==> config.mk <==
export PLATFORM = sky130hd
export DESIGN_NAME = eth_hd_tx_seq
export DESIGN_NICKNAME = d
export VERILOG_FILES = /design/src/rtl/eth_hd_tx_seq.sv
export SDC_FILE = /design/constraint.sdc
export NUM_CORES = 1
export LEC_CHECK = 0
export ABC_AREA = 1
export ABC_CLOCK_PERIOD_IN_PS = 2100
export BUFFER_PORTS_ARGS = -buffer_cell sky130_fd_sc_hd__clkbuf_2
export CAP_MARGIN = 10
export CORE_MARGIN = 2
export CORE_UTILIZATION = 25
export DETAILED_ROUTE_END_ITERATION = 6
export GPL_ROUTABILITY_DRIVEN = 0
export HOLD_SLACK_MARGIN = 0.1
export MAX_ROUTING_LAYER = met4
export PLACE_DENSITY = 0.51
export SYNTH_ARGS = -nofsm -noshare
export SYNTH_HDL_FRONTEND = slang
export SYNTH_SLANG_ARGS = --single-unit
==> constraint.sdc <==
create_clock -name clk -period 2.1 [get_ports clk]
set_input_delay 0.21 -clock clk [delete_from_list [all_inputs] [get_ports clk]]
set_output_delay 0.21 -clock clk [all_outputs]
set_load 0.005 [all_outputs]
==> src/rtl/eth_hd_tx_seq.sv <==
module eth_hd_tx_seq #(
  parameter int LVL_W = 8,
  parameter int LEN_W = 11,
  parameter int SLOT_TICKS = 512,
  parameter int RETRY_LIMIT = 16,
  parameter int BACKOFF_CAP = 10,
  parameter int REPLAY_BYTES = 64,
  parameter logic [7:0] JAM_BYTE = 8'hA5
) (
  input  logic             clk,
  input  logic             rst_n,
  input  logic             enable,
  input  logic             bit_tick,
  input  logic             crs,
  input  logic             col,
  input  logic [LVL_W-1:0] fifo_level,
  input  logic [LVL_W-1:0] watermark,
  input  logic [LEN_W-1:0] frame_len,
  input  logic             add_fcs,
  input  logic             bad_fcs,
  input  logic [7:0]       rd_data,
  output logic [LEN_W-1:0] rd_addr,
  output logic             tx_en,
  output logic [7:0]       tx_data,
  output logic             tx_done,
  output logic             tx_abort
);
  localparam int QUIET = 60;
  localparam int TAIL = 36;
  localparam int CNT_MAX = (SLOT_TICKS > QUIET) ? SLOT_TICKS : QUIET;
  localparam int CNT_W = $clog2(CNT_MAX);
  localparam int ATT_W = $clog2(RETRY_LIMIT + 1);
  localparam int SLOT_W = BACKOFF_CAP;

  typedef enum logic [2:0] {S_IDLE, S_DEFER, S_IFG, S_PRE, S_DATA, S_FCS, S_JAM, S_BACK} st_t;

  st_t              st;
  logic [2:0]       bitc;
  logic [LEN_W-1:0] idx, len_q;
  logic [CNT_W-1:0] cnt;
  logic [SLOT_W-1:0] slots, bo_mask;
  logic [ATT_W-1:0] att;
  logic [31:0]      crc, fcs_word;
  logic [15:0]      lfsr;
  logic             fcs_q, bad_q, late_q, late;
  logic [LEN_W:0]   pos;
  logic             byte_end, sending;
  logic [7:0]       cur;

  function automatic logic [31:0] crc_step(input logic [31:0] c, input logic [7:0] d);
    logic [31:0] r;
    r = c;
    for (int i = 0; i < 8; i++) r = (r >> 1) ^ ((r[0] ^ d[i]) ? 32'hEDB8_8320 : 32'h0);
    return r;
  endfunction

  assign byte_end = bit_tick && (bitc == 3'd7);
  assign sending  = (st == S_PRE) || (st == S_DATA) || (st == S_FCS);
  assign tx_en    = sending || (st == S_JAM);
  assign fcs_word = bad_q ? crc : ~crc;
  assign rd_addr  = (st == S_DATA) ? idx : '0;
  assign pos      = {1'b0, idx} + ((st == S_FCS) ? {1'b0, len_q} : '0);
  assign late     = ((st == S_DATA) || (st == S_FCS)) && (pos >= (LEN_W+1)'(REPLAY_BYTES));

  always_comb begin
    case (st)
      S_PRE:   cur = (idx == LEN_W'(7)) ? 8'hD5 : 8'h55;
      S_DATA:  cur = rd_data;
      S_FCS:   cur = fcs_word[{idx[1:0], 3'b000} +: 8];
      S_JAM:   cur = JAM_BYTE;
      default: cur = 8'h00;
    endcase
  end
  assign tx_data = cur;

  always_comb
    for (int i = 0; i < SLOT_W; i++) bo_mask[i] = (int'(att) + 1 > i);

  always_ff @(posedge clk) begin
    if (!rst_n) lfsr <= 16'hACE1;
    else        lfsr <= {1'b0, lfsr[15:1]} ^ ({16{lfsr[0]}} & 16'hB400);
  end

  always_ff @(posedge clk) begin
    if (!rst_n) begin
      st <= S_IDLE; bitc <= '0; idx <= '0; cnt <= '0; slots <= '0; att <= '0;
      crc <= '1; len_q <= '0; fcs_q <= 1'b0; bad_q <= 1'b0; late_q <= 1'b0;
      tx_done <= 1'b0; tx_abort <= 1'b0;
    end else begin
      tx_done  <= 1'b0;
      tx_abort <= 1'b0;
      case (st)
        S_IDLE:
          if (enable && fifo_level != '0 && fifo_level >= watermark) begin
            len_q <= frame_len; fcs_q <= add_fcs; bad_q <= bad_fcs;
            att <= '0; cnt <= '0; st <= S_DEFER;
          end
        S_DEFER:
          if (crs) cnt <= '0;
          else if (bit_tick) begin
            if (cnt == CNT_W'(QUIET - 1)) begin cnt <= '0; st <= S_IFG; end
            else cnt <= cnt + 1'b1;
          end
        S_IFG:
          if (bit_tick) begin
            if (cnt == CNT_W'(TAIL - 1)) begin
              cnt <= '0; bitc <= '0; idx <= '0; crc <= '1; st <= S_PRE;
            end else cnt <= cnt + 1'b1;
          end
        S_PRE, S_DATA, S_FCS:
          if (col) begin
            late_q <= late; bitc <= '0; idx <= '0; st <= S_JAM;
          end else if (bit_tick) begin
            bitc <= bitc + 1'b1;
            if (byte_end) begin
              case (st)
                S_PRE:
                  if (idx == LEN_W'(7)) begin idx <= '0; st <= S_DATA; end
                  else idx <= idx + 1'b1;
                S_DATA: begin
                  crc <= crc_step(crc, rd_data);
                  if (idx == len_q - 1'b1) begin
                    idx <= '0;
                    if (fcs_q) st <= S_FCS;
                    else begin st <= S_IDLE; tx_done <= 1'b1; end
                  end else idx <= idx + 1'b1;
                end
                default:
                  if (idx == LEN_W'(3)) begin st <= S_IDLE; tx_done <= 1'b1; end
                  else idx <= idx + 1'b1;
              endcase
            end
          end
        S_JAM:
          if (bit_tick) begin
            bitc <= bitc + 1'b1;
            if (byte_end) begin
              if (idx == LEN_W'(3)) begin
                idx <= '0;
                if (late_q || int'(att) + 1 >= RETRY_LIMIT) begin
                  tx_abort <= 1'b1; st <= S_IDLE;
                end else begin
                  att <= att + 1'b1; slots <= lfsr[SLOT_W-1:0] & bo_mask;
                  cnt <= '0; st <= S_BACK;
                end
              end else idx <= idx + 1'b1;
            end
          end
        S_BACK:
          if (slots == '0) begin cnt <= '0; st <= S_DEFER; end
          else if (bit_tick) begin
            if (cnt == CNT_W'(SLOT_TICKS - 1)) begin cnt <= '0; slots <= slots - 1'b1; end
            else cnt <= cnt + 1'b1;
          end
        default: st <= S_IDLE;
      endcase
    end
  end

  AST_DONE_ON_FALL: assert property (@(posedge clk) disable iff (!rst_n) tx_done |-> (!tx_en && $past(tx_en)));
  AST_ABORT_AFTER_JAM: assert property (@(posedge clk) disable iff (!rst_n) tx_abort |-> ($past(st) == S_JAM));
  AST_PRE_AFTER_GAP: assert property (@(posedge clk) disable iff (!rst_n) (st == S_PRE && $past(st) != S_PRE) |-> ($past(st) == S_IFG));
  AST_QUIET_RESTART: assert property (@(posedge clk) disable iff (!rst_n) (st == S_DEFER && crs) |=> (cnt == '0));
  AST_SFD_BEFORE_DATA: assert property (@(posedge clk) disable iff (!rst_n) (st == S_DATA && $past(st) == S_PRE) |-> ($past(tx_data) == 8'hD5));
  AST_GAP_HOLDS: assert property (@(posedge clk) disable iff (!rst_n) (st == S_IFG && !bit_tick) |=> (st == S_IFG && $stable(cnt)));
  AST_ATTEMPT_BOUND: assert property (@(posedge clk) disable iff (!rst_n) int'(att) < RETRY_LIMIT);
endmodule

==> results of run 1 <==
synthesized netlist by cell type (all sizes together), types with 2 or more instances:
library cell / instances / share of area
a211oi: 5 / 0.0051
a21boi: 4 / 0.0041
a21oi: 102 / 0.070
a31oi: 3 / 0.0025
buf: 13 / 0.015
clkbuf: 25 / 0.013
clkinv: 3 / 0.0015
dfxtp: 105 / 0.28
ha: 29 / 0.049
inv: 140 / 0.071
nand2: 229 / 0.12
nand3: 49 / 0.033
nand3b: 8 / 0.0081
nand4: 20 / 0.017
nor2: 129 / 0.070
nor3: 15 / 0.010
nor4: 7 / 0.0059
o211ai: 24 / 0.028
o21ai: 105 / 0.074
o22ai: 2 / 0.0017
o31ai: 2 / 0.0020
o41ai: 2 / 0.0024
or2: 7 / 0.0059
xnor2: 19 / 0.027
xor2: 57 / 0.069
registers in the layout, indices dropped and copies added (netlist names):
signal,count
att,5
bad_q,1
bitc,3
cnt,9
crc,32
fcs_q,1
idx,11
late_q,1
len_q,11
lfsr,16
slots,10
st,3
tx_abort,1
tx_done,1
worst reg2reg max path: stages, from the launching register on:
cell	delay, ns
dfxtp_2	0.33
inv_2	0.08
ha_4	0.14
nand2_2	0.06
nor2_2	0.11
nand2_1	0.08
nor2_1	0.10
nand2_1	0.08
nor2_2	0.15
nand2_2	0.09
nand2_4	0.08
a21oi_2	0.06
nor2_1	0.13
nand2_2	0.14
buf_6	0.17
o21ai_1	0.11
nor2_1	0.05
power by group through the flow:
| stage | logic (mW) | clock network (mW) | registers (mW) |
|---|---|---|---|
| global route | 3.98 | 2.01 | 2.57 |
| global placement | 3.26 | 0 | 2.54 |
| CTS | 3.32 | 1.93 | 2.52 |
| detailed placement | 3.28 | 0 | 2.54 |
| finish | 3.53 | 1.87 | 2.53 |
| floorplan | 2.35 | 0 | 2.50 |
logic make-up (layout without fill, tap and decap cells):
group,count (synthesis),in the layout
simple gates,465,466
compound gates,254,254
buf+inv,181,341
xor+xnor,76,76
fa+ha+maj,30,30
flops,105,105
metal layers:
metal | track usage | vias up
met4 | 0.0382 | 0
met3 | 0.0215 | 19
met5 | - | -
met1 | 0.190 | 3506
met2 | 0.261 | 133
li1 | - | 3960
worst max-delay path by stage:
stage / endpoint / cells past startpoint
2_1_floorplan: late_q$_SDFFE_PN0P_ / 12
3_3_place_gp: late_q$_SDFFE_PN0P_ / 11
3_5_place_dp: late_q$_SDFFE_PN0P_ / 13
4_1_cts: cnt[1]$_SDFFE_PN0P_ / 16
5_1_grt: cnt[2]$_SDFFE_PN0P_ / 16
6_report: cnt[1]$_SDFFE_PN0P_ / 16
through the flow:
step,hold WS [ns],utilization,cells,TNS [ns]
floorplan,0.357,-,1111,0
global placement,0.392,0.304,1615,-0.0995
detailed placement,0.400,0.304,1615,-0.103
CTS,0.119,0.321,1643,0
global route,0.145,0.338,1656,-2.00
finish,0.125,0.338,1656,0
cell type report:
class                           count  area (um2)  share of cell area
Sequential cell                   105        2130               0.217
Tap cell                          384         480              0.0491
Clock buffer                       10         229              0.0234
Multi-Input combinational cell    826        4910               0.502
Inverter                          143         562              0.0574
Timing Repair Buffer              182        1390               0.142
Clock inverter                      6        83.8             0.00857
what timing repair did:
item                                    CTS  global route
endpoints found under the setup margin   35            52
cloned                                    2             0
resized for setup                        31           121
pin swaps                                 5            39
buffers inserted                         10            13
==> results.md, run 1 <==
* Status: complete, but fails checks
* Failing checks: DRC
* Critical-path cell list: inv_2 -> ha_4 -> nand2_2 -> nor2_2 -> nand2_1 -> nor2_1 -> nand2_1 -> nor2_2 -> nand2_2 -> nand2_4 -> a21oi_2 -> nor2_1 -> nand2_2 -> buf_6 -> o21ai_1 -> nor2_1
* PwrDens at 810 nW/um2
* WL met3 at around 800 um
* Crit Reg-Reg Startpoint: slots[1]$_SDFFE_PN0P_
* Main synth FF type: dfxtp_1
* Max-slew headroom at 0.672
* Fin crit share at 0.980
* Clock Skew at about 0.018 ns
* Share of layout cells above drive strength 1 at 0.263
* Slowest-stage cell, CP: dfxtp_2
* Clk_lat worst skew at 0.37 ns
* Gate power share at 0.445
* Hold_sp: frame_len[7]
* Mapped Cells at around 1.1k
* Worst hold endpoint: len_q[7]$_SDFFE_PN0P_
* Reg2reg end: cnt[1]$_SDFFE_PN0P_
* Fin worst setup slack at 0.0417 ns
* M1 WL at 10,700 um
* Clock sinks at approximately 110
* Initial Util at 0.256
* Synth Area in Simple Gates at 0.271
* Commonest non-fill, non-tap cells in the layout: nand2_1, inv_1, nor2_1
* Dpl ws at -0.0584 ns
* IO buf count at 64
* Synth warn at 0
* Async set-reset flop share out of synthesis at 0
* Row cnt at 62
* Final instance area at 9780 um2
* Die W at about 180 um
* Synth unique cells at 47
* First-pass GRT wire length at about 37,000 um
* Final setup viols at 0
* Max Root-Sink Buffers at 2
* Layout area overhead at 32.2%
* CP max FO at 4
* Total Power at 7.93 mW
* Drt pass-1 iters at 7
* Die area at 31,000 um2
* DR top layer: met4
* Nets at ~1.3k
* Net Sw Frac at 0.410
* Post-Route WL at 23,000 um
* GRT Total Usage at 0.153
* CP endpoint kind: flip-flop
* Boundary Pins at 65
* Flop-to-flop setup slack at 0.04 ns
* Area after DPL at a little under 9000 um2
* Register area share after synthesis at 0.284
* Max rail drop VDD at a little under 400 uV
* Worst Hold Depth at 3
* Seq cells post-synth at approximately 110
* Post-Syn Area at 7400 um2
* Via count at around 7.6k
* Leakage at 4.49 nW
* DRC at 1
* Max-cap violations at 0
* Pint at between 4 and 5 mW
* Sequential Power Share at 0.319
* Synth Area in Adders at 0.0517
* Hold crit path type: input port to flip-flop
* Initial antenna violation count at 0
* Main combinational cell family by area after synthesis: simple AND/OR/NAND/NOR gates
* Maximum clock rate at 486 MHz
* CTS tree: done
* Min Clock Period, post-route at 2.06 ns
* Clock share of power at 0.236
* GRT overflow at 0
* H-tree depth at 3
* Initial drt markers at ~440
* Cts hold-fix bufs at 0
* Slew Viols, Final at 0
* Routed wl met2 at between 10,000 and 15,000 um
* Post-Synth XOR/XNOR Area at 0.0965
* Avg Vias per Cell at around 4.6
* Switch Pwr at roughly 3.2 mW
* Avg Cell Area, Syn at ~6.7 um2
* Crit path buf inv count at 2
* Final hold violations at 0
* CTS Root Cell: clkbuf_16
* Slowest cell delay on critical path at about 0.33 ns
* Largest net degree at the start of global routing at 46
* ANT nets after route at 0
* Crit path DAT at 2.31 ns
* Worst reg2reg path depth at 16
* Vias in the first global route at a little over 7k
* Placeable Area at 28,900 um2
* Chip Height at 176 um
* RSZ-0062 raised after global routing: true
* Startpoint types: flip-flop
* CP Class: flip-flop to flip-flop
* Cts bufs inserted at 9
* WP data required at between 2 and 2.5 ns
* Worst-margin pin slew at between 0.4 and 0.5 ns
* Compound-cell area share of the yosys netlist at 0.196
* CP top delay family: simple AND/OR/NAND/NOR gates
* Fillcell total at 3,104
* # diodes at 0
* EDFF count, synth at 0
* Avg WL per Cell at between 10 and 15 um
* Syn_nets at roughly 1.2k
* Clock slew at reported path FFs at about 0.08 ns
* Setup crit start: slots[1]$_SDFFE_PN0P_
* Commonest non-fill, non-tap cell in the layout: nand2_1
* Mux share of post-synthesis cell area at 0
* Detail Placement HPWL at 16,900 um
(Power assumes the default switching activity.)
==> run 2, diff against run 1 <==
Settings changed: CELL_PAD_IN_SITES_DETAIL_PLACEMENT from default to 0, CELL_PAD_IN_SITES_GLOBAL_PLACEMENT from default to 1, MAX_ROUTING_LAYER met4 to default, PLACE_DENSITY 0.51 to 0.63.
==> run 2 against run 1 <==
  * The run now ends clean
  * Setup slack worse by 0.024 ns
  * Total power down 0.56%
  * Clock skew down 0.0029 ns
  * Hold slack worse by 0.0011 ns
  * Clock power down 7%
  * Sequential power about the same
  * Combinational power up 3%
  * Sequential cell count unchanged
  * Cell area up 0.88%
  * Maximum frequency down 1.2%
  * First-iteration DRC count down 19%
  * Final cell count up 0.60%
  * Critical endpoint is now tx_data[6]
  * Largest power group unchanged
  * Highest routed layer unchanged
==> results.md, run 2 (synthesis results as in run 1) <==
* Fillcell total at 3,177 (was 3,104)
* # diodes at 0 (unchanged)
* CP max FO at 5 (was 4)
* Multi-input gate area at 4990 um2 (was 4910 um2)
* Initial drt markers at 356 (was 442)
* Number of flip-flops under the largest register name at 32 (unchanged)
* Final setup viols at 0 (unchanged)
* Hold_sp: frame_len[5] (was frame_len[7])
* Die area at 31,000 um2 (unchanged)
* Leakage at 4.54 nW (was 4.49 nW)
* Nets at 1,350 (was 1,340)
* Largest net degree at the start of global routing at 59 (was 46)
* GRT Total Usage at 0.155 (was 0.153)
* Boundary Pins at 65 (unchanged)
* Initial Util at 0.256 (unchanged)
* Max rail drop VDD at 439 uV (was 388 uV)
* Crit Reg-Reg Startpoint: st[2]$_SDFFE_PN0P_ (was slots[1]$_SDFFE_PN0P_)
* Share of layout cells above drive strength 1 at 0.282 (was 0.263)
* Slew Viols, Final at 0 (unchanged)
* Worst-margin pin slew at 0.533 ns (was 0.492 ns)
* Worst hold endpoint: len_q[5]$_SDFFE_PN0P_ (was len_q[7]$_SDFFE_PN0P_)
* H-tree depth at 3 (unchanged)
* Final hold violations at 0 (unchanged)
* First-pass GRT wire length at 38,300 um (was 36,800 um)
* RSZ-0062 raised after global routing: true (unchanged)
* Hold crit path type: input port to flip-flop (unchanged)
* Max-cap violations at 0 (unchanged)
* Reg area at 2130 um2 (about the same)
* Via count at 7,784 (was 7,618)
* Commonest non-fill, non-tap cells in the layout: nand2_1, inv_1, buf_4 (was nand2_1, inv_1, nor2_1)
* IO buf count at 64 (unchanged)
* CTS Root Cell: clkbuf_16 (unchanged)
* Cts bufs inserted at 9 (unchanged)
* Crit path DAT at 1.87 ns (was 2.31 ns)
* Largest Register: crc (unchanged)
* Max Root-Sink Buffers at 2 (unchanged)
* Clock sinks at 105 (unchanged)
* Initial antenna violation count at 0 (unchanged)
* Clock slew at reported path FFs at 0.08 ns (about the same)
* ANT nets after route at 0 (unchanged)
* Fin Setup TNS at 0 ns (unchanged)
* Row cnt at 62 (unchanged)
* Total Power at 7.88 mW (was 7.93 mW)
* Die W at 176 um (unchanged)
* PwrDens at 798 nW/um2 (was 810 nW/um2)
* Drt pass-1 iters at 5 (was 7)
* Avg WL per Cell at 14.4 um (was 13.9 um)
* Reg2reg end: late_q$_SDFFE_PN0P_ (was cnt[1]$_SDFFE_PN0P_)
* Max-slew headroom at 0.641 (was 0.672)
* CP endpoint kind: output port (was flip-flop)
* Status: complete, no violations (was complete, but fails checks)
* Commonest non-fill, non-tap cell in the layout: nand2_1 (unchanged)
* Clock Skew at 0.0152 ns (was 0.0181 ns)
* Worst Hold Depth at 3 (unchanged)
* Util after Layout at 0.341 (was 0.338)
* Post-Route WL at 23,900 um (was 23,000 um)
* Worst reg2reg path depth at 11 (was 16)
* Min Clock Period, post-route at 2.08 ns (was 2.06 ns)
* Avg Vias per Cell at 4.67 (was 4.60)
* Layout area overhead at 33.4% (was 32.2%)
* Maximum clock rate at 480 MHz (was 486 MHz)
* Largest regs: crc x32, lfsr x16 (unchanged)
* Chip Height at 176 um (unchanged)
* CTS tree: done (unchanged)
* DRC at 0 (was 1)
* Startpoint types: flip-flop (unchanged)
* Vias in the first global route at 7,450 (was 7,191)
* GRT overflow at 0 (unchanged)
* Cts hold-fix bufs at 0 (unchanged)
* Placeable Area at 28,900 um2 (unchanged)
* Flop-to-flop setup slack at 0.02 ns (was 0.04 ns)
* Detail Placement HPWL at 17,600 um (was 16,900 um)
* Fin crit share at 0.992 (was 0.980)
* CP Class: flip-flop to output port (was flip-flop to flip-flop)
* Clk_lat worst skew at 0.37 ns (about the same)
* WP data required at 1.89 ns (was 2.35 ns)
[run 2: cell count changes in the layout (fill, tap and decap cells not counted), moves of 3 or more]
| cell | previous run | this run |
|---|---|---|
| o21ai_0 | 78 | 73 |
| inv_2 | 12 | 18 |
| inv_4 | 5 | 2 |
| buf_4 | 95 | 110 |
| buf_6 | 12 | 6 |
| nor2_1 | 107 | 102 |
| a211oi_1 | 5 | 1 |
| nand2_1 | 206 | 209 |
| a211oi_2 | 0 | 4 |
| o21ai_1 | 15 | 21 |
| nor2_2 | 12 | 15 |
| nand2_2 | 16 | 13 |
| inv_1 | 121 | 118 |
[run 2: per-layer routing]
| metal | vias to the layer above | wire [um] | global-route usage | part of all wire |
|---|---|---|---|---|
| met3 | 24 | 691 | 0.0194 | 0.029 |
| met1 | 3652 | 11600 | 0.209 | 0.48 |
| met4 | 0 | 399 | 0.0458 | 0.017 |
| met5 | - | 0 | 0 | 0 |
| met2 | 124 | 11200 | 0.258 | 0.47 |
| li1 | 3984 | - | - | - |
[run 2: power breakdown]
| part | switching [mW] | leakage, nW | internal, mW |
|---|---|---|---|
| clock network | 0.878 | 0.141 | 0.855 |
| logic | 2.15 | 3.54 | 1.47 |
| registers | 0.236 | 0.863 | 2.29 |
| total | 3.27 | 4.54 | 4.62 |
[run 2: through the flow]
step / hold slack, ns / instances / area, um2 / setup slack [ns]
final: 0.123 / 1666 / 9870 / 0.0175
after floorplan: 0.357 / 1111 / 7430 / 0.0413
after global routing: 0.149 / 1666 / 9870 / -0.0963
after detailed placement: 0.398 / 1625 / 8860 / -0.106
after CTS: 0.120 / 1649 / 9310 / 0.000908
after global placement: 0.393 / 1625 / 8860 / -0.0891
[run 2: cell type report]
class,count,share of cell area
timing repair inverter,1,0.000761
clock buffer,10,0.0242
multi-input combinational,826,0.505
sequential,105,0.215
inverter,143,0.0562
clock inverter,6,0.00507
timing repair buffer,191,0.145
tap,384,0.0487
[run 2: timing repair]
item                                    in CTS  in global routing
setup buffers                                5                 15
endpoints found under the setup margin      42                 58
pin swaps                                    4                 45
gates cloned                                 3                  2
resized for setup                           29                141
[run 2: worst max path at each step]
| stage | startpoint | end | slack (ns) | cells after the start |
|---|---|---|---|---|
| after global placement | st[1]$_SDFFE_PN0P_ | late_q$_SDFFE_PN0P_ | -0.09 | 10 |
| final | idx[0]$_SDFFE_PN0P_ | tx_data[6] | 0.02 | 10 |
| after global routing | st[1]$_SDFFE_PN0P_ | late_q$_SDFFE_PN0P_ | -0.1 | 9 |
| after detailed placement | st[1]$_SDFFE_PN0P_ | late_q$_SDFFE_PN0P_ | -0.11 | 10 |
| after CTS | cnt[1]$_SDFFE_PN0P_ | slots[9]$_SDFFE_PN0P_ | 0.0009 | 12 |
| after floorplan | st[2]$_SDFFE_PN0P_ | late_q$_SDFFE_PN0P_ | 0.04 | 12 |
[run 2: critical path: stages, from the launching register on]
cell and delay (ns):
dfxtp_4 0.39, buf_12 0.12, clkinvlp_4 0.16, buf_6 0.16, a21oi_2 0.12, o21ai_2 0.08
nand2_1 0.09, a21oi_1 0.06, o21ai_1 0.07, nand2_1 0.11, clkbuf_2 0.13
